===== src/rtl/strap_pkg.sv =====
package strap_pkg;
  localparam int NUM_DIGITS = 8;
  localparam int DIG_W      = $clog2(NUM_DIGITS);
  localparam int FUNC_W     = 3;
  localparam int RNG_W      = 2;
  localparam int CTL_W      = 5;
  localparam int NUM_PINS   = 3;
  localparam int CTL_OFF_BIT = 3;

  typedef enum logic [FUNC_W-1:0] {
    FN_FREQ   = 3'd0,
    FN_PERIOD = 3'd1,
    FN_RATIO  = 3'd2,
    FN_TINT   = 3'd3,
    FN_UNIT   = 3'd4,
    FN_OSC    = 3'd5
  } func_e;

  function automatic func_e decode_func(input logic [NUM_DIGITS-1:0] m);
    if (m[0])      return FN_FREQ;
    else if (m[1]) return FN_RATIO;
    else if (m[2]) return FN_OSC;
    else if (m[3]) return FN_UNIT;
    else if (m[4]) return FN_TINT;
    else if (m[7]) return FN_PERIOD;
    else           return FN_FREQ;
  endfunction

  function automatic logic [RNG_W-1:0] decode_rng(input logic [NUM_DIGITS-1:0] m);
    if (m[0])      return 2'd0;
    else if (m[1]) return 2'd1;
    else if (m[2]) return 2'd2;
    else if (m[3]) return 2'd3;
    else           return 2'd0;
  endfunction

  function automatic logic [CTL_W-1:0] decode_ctl(input logic [NUM_DIGITS-1:0] m);
    return {m[7], m[3], m[2], m[1], m[0]};
  endfunction
endpackage


===== src/rtl/scan_tracker.sv =====
module scan_tracker
  import strap_pkg::*;
(
  input  logic             clk,
  input  logic             rst_n,
  input  logic [DIG_W-1:0] digit_idx,
  input  logic             freeze,
  output logic             scan_close,
  output logic             scan_valid
);
  localparam logic [DIG_W-1:0] LAST_DIG = DIG_W'(NUM_DIGITS - 1);

  logic [DIG_W-1:0] prev_q;
  logic             armed_q, armed_d;

  assign scan_close = (prev_q == LAST_DIG) && (digit_idx != LAST_DIG);
  assign scan_valid = scan_close && armed_q && !freeze;

  always_comb begin
    armed_d = armed_q;
    if (freeze)          armed_d = 1'b0;
    else if (scan_close) armed_d = 1'b1;
  end

  always_ff @(posedge clk or negedge rst_n) begin
    if (!rst_n) begin
      prev_q  <= '0;
      armed_q <= 1'b0;
    end else begin
      prev_q  <= digit_idx;
      armed_q <= armed_d;
    end
  end

  assert_valid_armed_R6: assert property (@(posedge clk) disable iff (!rst_n)
    scan_valid |-> $past(armed_d) && !freeze);
endmodule


===== src/rtl/pin_accum.sv =====
module pin_accum
  import strap_pkg::*;
(
  input  logic                  clk,
  input  logic                  rst_n,
  input  logic [DIG_W-1:0]      digit_idx,
  input  logic                  late_phase,
  input  logic                  pin_n,
  input  logic                  freeze,
  input  logic                  scan_close,
  output logic [NUM_DIGITS-1:0] mask
);
  logic [NUM_DIGITS-1:0] acc_q, acc_d, hit;

  always_comb begin
    hit = '0;
    if (late_phase && !pin_n && !freeze) hit[digit_idx] = 1'b1;
  end

  always_comb begin
    if (freeze)          acc_d = '0;
    else if (scan_close) acc_d = hit;
    else                 acc_d = acc_q | hit;
  end

  always_ff @(posedge clk or negedge rst_n) begin
    if (!rst_n) acc_q <= '0;
    else        acc_q <= acc_d;
  end

  assign mask = acc_q;

  assert_early_ignored_R2: assert property (@(posedge clk) disable iff (!rst_n)
    (!late_phase && !scan_close) |=> acc_q == ($past(freeze) ? '0 : $past(acc_q)));
endmodule


===== src/rtl/cfg_filter.sv =====
module cfg_filter
  import strap_pkg::*;
(
  input  logic                  clk,
  input  logic                  rst_n,
  input  logic                  scan_valid,
  input  logic                  freeze,
  input  logic [NUM_DIGITS-1:0] fn_mask,
  input  logic [NUM_DIGITS-1:0] rng_mask,
  input  logic [NUM_DIGITS-1:0] ctl_mask,
  output logic [FUNC_W-1:0]     func_o,
  output logic [RNG_W-1:0]      rng_o,
  output logic [CTL_W-1:0]      ctl_o,
  output logic                  chg_o
);
  func_e            cand_fn, hist_fn_q, fn_q, fn_d;
  logic [RNG_W-1:0] cand_rng, hist_rng_q, rng_q, rng_d;
  logic [CTL_W-1:0] cand_ctl, hist_ctl_q, ctl_q, ctl_d;
  logic             hist_ok_q, hist_ok_d, chg_q, chg_d, agree;

  assign cand_fn  = decode_func(fn_mask);
  assign cand_rng = decode_rng(rng_mask);
  assign cand_ctl = decode_ctl(ctl_mask);
  assign agree    = hist_ok_q && (cand_fn == hist_fn_q) &&
                    (cand_rng == hist_rng_q) && (cand_ctl == hist_ctl_q);

  always_comb begin
    fn_d      = fn_q;
    rng_d     = rng_q;
    ctl_d     = ctl_q;
    chg_d     = 1'b0;
    hist_ok_d = hist_ok_q;
    if (freeze) begin
      hist_ok_d = 1'b0;
    end else if (scan_valid) begin
      hist_ok_d = 1'b1;
      if (agree) begin
        fn_d  = cand_fn;
        rng_d = cand_rng;
        ctl_d = cand_ctl;
        chg_d = (cand_fn != fn_q) || (cand_rng != rng_q);
      end
    end
  end

  always_ff @(posedge clk or negedge rst_n) begin
    if (!rst_n) begin
      fn_q       <= FN_FREQ;
      rng_q      <= '0;
      ctl_q      <= '0;
      chg_q      <= 1'b0;
      hist_ok_q  <= 1'b0;
      hist_fn_q  <= FN_FREQ;
      hist_rng_q <= '0;
      hist_ctl_q <= '0;
    end else begin
      fn_q      <= fn_d;
      rng_q     <= rng_d;
      ctl_q     <= ctl_d;
      chg_q     <= chg_d;
      hist_ok_q <= hist_ok_d;
      if (scan_valid) begin
        hist_fn_q  <= cand_fn;
        hist_rng_q <= cand_rng;
        hist_ctl_q <= cand_ctl;
      end
    end
  end

  assign func_o = fn_q;
  assign rng_o  = rng_q;
  assign ctl_o  = ctl_q;
  assign chg_o  = chg_q;

  assert_single_pulse_R7: assert property (@(posedge clk) disable iff (!rst_n)
    chg_q |=> !chg_q);
  assert_hold_between_scans_R6: assert property (@(posedge clk) disable iff (!rst_n)
    !scan_valid |=> $stable(fn_q) && $stable(rng_q) && $stable(ctl_q));
  assert_legal_func_R3: assert property (@(posedge clk) disable iff (!rst_n)
    fn_q inside {FN_FREQ, FN_PERIOD, FN_RATIO, FN_TINT, FN_UNIT, FN_OSC});
endmodule


===== src/rtl/digit_strap_decoder.sv =====
module digit_strap_decoder
  import strap_pkg::*;
(
  input  logic              clk,
  input  logic              rst_n,
  input  logic [2:0]        digit_idx,
  input  logic              late_phase,
  input  logic              func_pin_n,
  input  logic              range_pin_n,
  input  logic              ctrl_pin_n,
  input  logic              hold,
  output logic [2:0]        func_code,
  output logic [1:0]        range_code,
  output logic [4:0]        ctrl_flags,
  output logic              cfg_change
);
  logic                  rst_s1_q, rst_int_n;
  logic                  scan_close, scan_valid;
  logic                  doff_q, doff_d;
  logic [NUM_PINS-1:0]   pins_n;
  logic [NUM_DIGITS-1:0] masks [NUM_PINS];
  logic [CTL_W-1:0]      ctl_raw;

  always_ff @(posedge clk or negedge rst_n) begin
    if (!rst_n) begin
      rst_s1_q  <= 1'b0;
      rst_int_n <= 1'b0;
    end else begin
      rst_s1_q  <= 1'b1;
      rst_int_n <= rst_s1_q;
    end
  end

  assign pins_n = {ctrl_pin_n, range_pin_n, func_pin_n};

  scan_tracker u_track (
    .clk(clk), .rst_n(rst_int_n), .digit_idx(digit_idx), .freeze(doff_q),
    .scan_close(scan_close), .scan_valid(scan_valid)
  );

  for (genvar g = 0; g < NUM_PINS; g++) begin : g_pin
    pin_accum u_acc (
      .clk(clk), .rst_n(rst_int_n), .digit_idx(digit_idx),
      .late_phase(late_phase), .pin_n(pins_n[g]), .freeze(doff_q),
      .scan_close(scan_close), .mask(masks[g])
    );
  end

  cfg_filter u_filt (
    .clk(clk), .rst_n(rst_int_n), .scan_valid(scan_valid), .freeze(doff_q),
    .fn_mask(masks[0]), .rng_mask(masks[1]), .ctl_mask(masks[2]),
    .func_o(func_code), .rng_o(range_code), .ctl_o(ctl_raw), .chg_o(cfg_change)
  );

  assign doff_d = ctl_raw[CTL_OFF_BIT] && hold;

  always_ff @(posedge clk or negedge rst_int_n) begin
    if (!rst_int_n) doff_q <= 1'b0;
    else            doff_q <= doff_d;
  end

  assign ctrl_flags = {ctl_raw[4], doff_q, ctl_raw[2:0]};

  assert_off_needs_hold_R9: assert property (@(posedge clk) disable iff (!rst_int_n)
    ctrl_flags[CTL_OFF_BIT] |-> $past(hold));
  assert_off_freezes_R9: assert property (@(posedge clk) disable iff (!rst_int_n)
    doff_q |=> $stable(func_code) && $stable(range_code));
  assert_pulse_with_update_R7: assert property (@(posedge clk) disable iff (!rst_int_n)
    cfg_change |-> (!$stable(func_code) || !$stable(range_code)));
endmodule


===== config.mk =====
export PLATFORM = sky130hd
export DESIGN_NAME = digit_strap_decoder
export DESIGN_NICKNAME = d
export VERILOG_FILES = /design/src/rtl/strap_pkg.sv /design/src/rtl/scan_tracker.sv /design/src/rtl/pin_accum.sv /design/src/rtl/cfg_filter.sv /design/src/rtl/digit_strap_decoder.sv
export SDC_FILE = /design/constraint.sdc
export NUM_CORES = 1
export LEC_CHECK = 0
export CAP_MARGIN = 20
export CELL_PAD_IN_SITES_DETAIL_PLACEMENT = 1
export CELL_PAD_IN_SITES_GLOBAL_PLACEMENT = 2
export CORE_ASPECT_RATIO = 1.75
export CORE_MARGIN = 1.5
export CORE_UTILIZATION = 40
export DETAILED_ROUTE_END_ITERATION = 10
export PLACE_DENSITY = 0.9
export REMOVE_ABC_BUFFERS = 1
export SLEW_MARGIN = 20
export SYNTH_ARGS = -nofsm -noshare
export SYNTH_HDL_FRONTEND = slang
export SYNTH_SLANG_ARGS = --single-unit

===== constraint.sdc =====
create_clock -name clk -period 3.3 [get_ports clk]
set_input_delay 0.495 -clock clk [delete_from_list [all_inputs] [get_ports clk]]
set_output_delay 0.495 -clock clk [all_outputs]
set_load 0.02 [all_outputs]

==> flow_summary.yaml <==
clocking:
  cts_tree: "built"
  post_cts_buffers: 0
  clockBufferDepth: 2
  ctsResizeCount: 0
  cts_buffers: 5
  htreeDepth: 2
  clock_latency_ns: 0.30
  cts.clk_slew.worst_paths_ns: 0.09
  clock_sinks: 44
  cts_root_buf: "clkbuf_8"
  postCtsHoldBufs: 0
critical_path:
  r2r_end: "u_filt.rng_o[1]"
  critPathCaptureType: "register"
  worstPathCellList: "clkdlybuf4s50_1, and3_4, nor2_8, nand3b_4, nor3_2, and4b_1, buf_4, mux2_4"
  cp_data_required_time_ns: 3.48
  worst_path_max_delay_cell: "clkdlybuf4s50_1"
  slowest_delay_ns: 0.52
  crit_family: "simple AND/OR/NAND/NOR gates"
  arrival_ns: 2.55
  regToRegSetupSlack_ns: 1.25
  worstSetupPathType: "input port to register"
  r2r-start: "g_pin[1].u_acc.mask[2]"
  cp.buffers_inverters: 2
  startpoint: "digit_idx[2]"
  worst_setup_path_start_kind: "input port"
  crit_fanout: 13
  cp.depth: 8
  worstRegToRegCells: 7
synthesis:
  synth_area_leaders: "dfrtp_1 (55%), mux2_4 (6.8%), nand2_1 (5.3%)"
  ys_seq_area_share_pct: 55.4
  ys_types: 35
  syn_inst: 166
  synth_top_area_share_pct: 55.4
  synth-edff-count: 0
  ys_async_sr_fraction_pct: 100
  netlist_area_mm2: 0.00199
  yosysWarningCount: 0
  synthFlopType: "dfrtp_1"
  syn_avg_cell_area_um2: 12.0
  synth_top_area_cell: "dfrtp_1"
  synth_seq_cells: 44
pwr:
  p_sw_uw: 599
  pwr-share-clk_pct: 20.5
  p_int_uw: 1090
  peakVddDrop_uv: 355
  leakage_uw: 0.00109
  p_seq_share_pct: 48.3
  comb_power_share_pct: 31.2
  power_uw: 1690
  swShare_pct: 35.5
  power.density_mw_per_mm2: 732
timing:
  relSlewSlack_pct: 39.0
  rsz0062_at_grt: "false"
  post-route-period-util_pct: 71.7
  finalCriticalPeriod_ns: 2.37
  report.final.slew_viol_count: 0
  finalSetupViolations: 0
  finalSetupTns_ns: 0
  finalHoldViolCount: 0
  worst_slack_ns: 0.934
  worst-slew-pin-transition_ns: 0.913
  fmax_mhz: 423
  skew_ns: 0.00939
cells_and_area:
  area_growth_pct: 16.0
  finalInstanceArea_mm2: 0.00230
  num_antenna_cells: 0
  nets: 197
  drive_gt1_share_pct: 16.0
hold_path:
  hold_path_class: "register to asynchronous set/reset pin"
route:
  ant_nets: 0
  drtIter0Drc: 19
  wl_per_cell_um: 18.1
  via_per_inst: 5.38
  routed_wl_um: 4340
  num_vias: 1291
  first_pass_iters: 4
  route.detailed.drc: 0
global_routing:
  global_route.usage.total_pct: 18.1
  grt_pass1_wl_um: 7350
  grt_pass1_vias: 1448
  grt_max_degree: 43
  grt_antenna_before_repair: 0
  grt.overflow.total: 0
die:
  die_area_mm2: 0.00542
  die_h_um: 96.2
  rows: 33
  coreArea_mm2: 0.00475
  initial_core_util_pct: 41.8
  die_w_um: 56.3
  io_pins: 21
placed_design:
  dpl_cell_area_mm2: 0.00221
  hpwl_um: 3240
  dp_slack_ns: 0.624
  gp_congestion: 0.779
  io_buffer_count: 20
job:
  cap_viol_max_count: 0
run_status:
  outcome: "completed"
layout by cell type (no fill, tap or decap), types with 2 or more instances in the layout:
master / Yosys / final
nor2_1: 11 / 11
buf_4: 5 / 3
mux2_4: 9 / 9
xnor2_1: 4 / 4
dfrtp_1: 44 / 44
nand2b_1: 2 / 2
a21oi_1: 4 / 4
nor3_1: 3 / 3
xor2_1: 11 / 11
a22o_1: 12 / 12
inv_1: 3 / 3
nand2_1: 28 / 28
nor2_2: 2 / 2
o21ai_0: 2 / 2
nor3b_1: 2 / 2
clkdlybuf4s50_1: 0 / 20
nor3_4: 2 / 2
nor4_1: 2 / 2
clkbuf_8: 0 / 5
metrics by stage:
stage	util (%)	cells	hold slack [ns]
6_report	48.5	240	0.320
5_1_grt	48.5	240	0.319
4_1_cts	48.5	240	0.332
3_5_place_dp	46.6	232	0.339
3_3_place_gp	46.6	232	0.318
2_1_floorplan	-	157	0.199
power by group through the flow:
stage / clock network, µW / registers, µW / logic, µW
4_1_cts: 359 / 817 / 536
6_report: 346 / 815 / 527
3_5_place_dp: 0 / 826 / 531
5_1_grt: 384 / 835 / 586
2_1_floorplan: 0 / 828 / 335
3_3_place_gp: 0 / 814 / 512
metal layers:
layer	global-route usage, %	up-vias	routed length (µm)
li1	-	601	-
met1	19.7	665	1670
met2	34.4	18	2510
met3	3.63	7	90
met4	6.35	0	67
met5	0	-	0
worst max path at each step:
stage	end
floorplan	u_filt.ctl_o[0]
global placement	u_filt.rng_o[0]
detailed placement	u_filt.rng_o[1]
CTS	u_filt.rng_o[1]
global route	u_filt.rng_o[0]
finish	u_filt.rng_o[1]
synth_stat cells (2+ instances only):
library cell and number:
nand2_1 28, nor2_1 11, mux2_4 9, inv_1 3, a22o_1 12, dfrtp_1 44
nor3_1 3, xnor2_1 4, a21oi_1 4, clkbuf_1 3, buf_4 5, nor3b_1 2
xor2_1 11, nor4_1 2, nor2_2 2, o21ai_0 2, nor3_4 2, nand2b_1 2
state kept, by name, indices dropped and copies added (netlist names):
register	cells
doff_q	1
g_pin.u_acc.mask	15
rst_int_n	1
rst_s1_q	1
u_filt.chg_o	1
u_filt.ctl_o	5
u_filt.func_o	3
u_filt.hist_ctl_q	5
u_filt.hist_fn_q	3
u_filt.hist_ok_q	1
u_filt.hist_rng_q	2
u_filt.rng_o	2
u_track.armed_q	1
u_track.prev_q	3
area by class of cell:
cell class	instances	area [µm²]
fillers	488	2440
flip-flops and latches	44	1100
multi-input cells	110	815
repair buffers	23	223
clock buffers	5	68.8
well taps	52	65.1
clock inverters	3	21.3
inverters	3	11.3
kinds of logic after synthesis:
kind of cell    share of synthesized area, %
other cells                            0.189
xor+xnor                                6.61
buf+inv                                 3.59
simple gates                            18.5
compound gates                          8.38
mux                                     7.30
flops                                   55.4
Note: power is estimated with default switching activity, not from simulation.
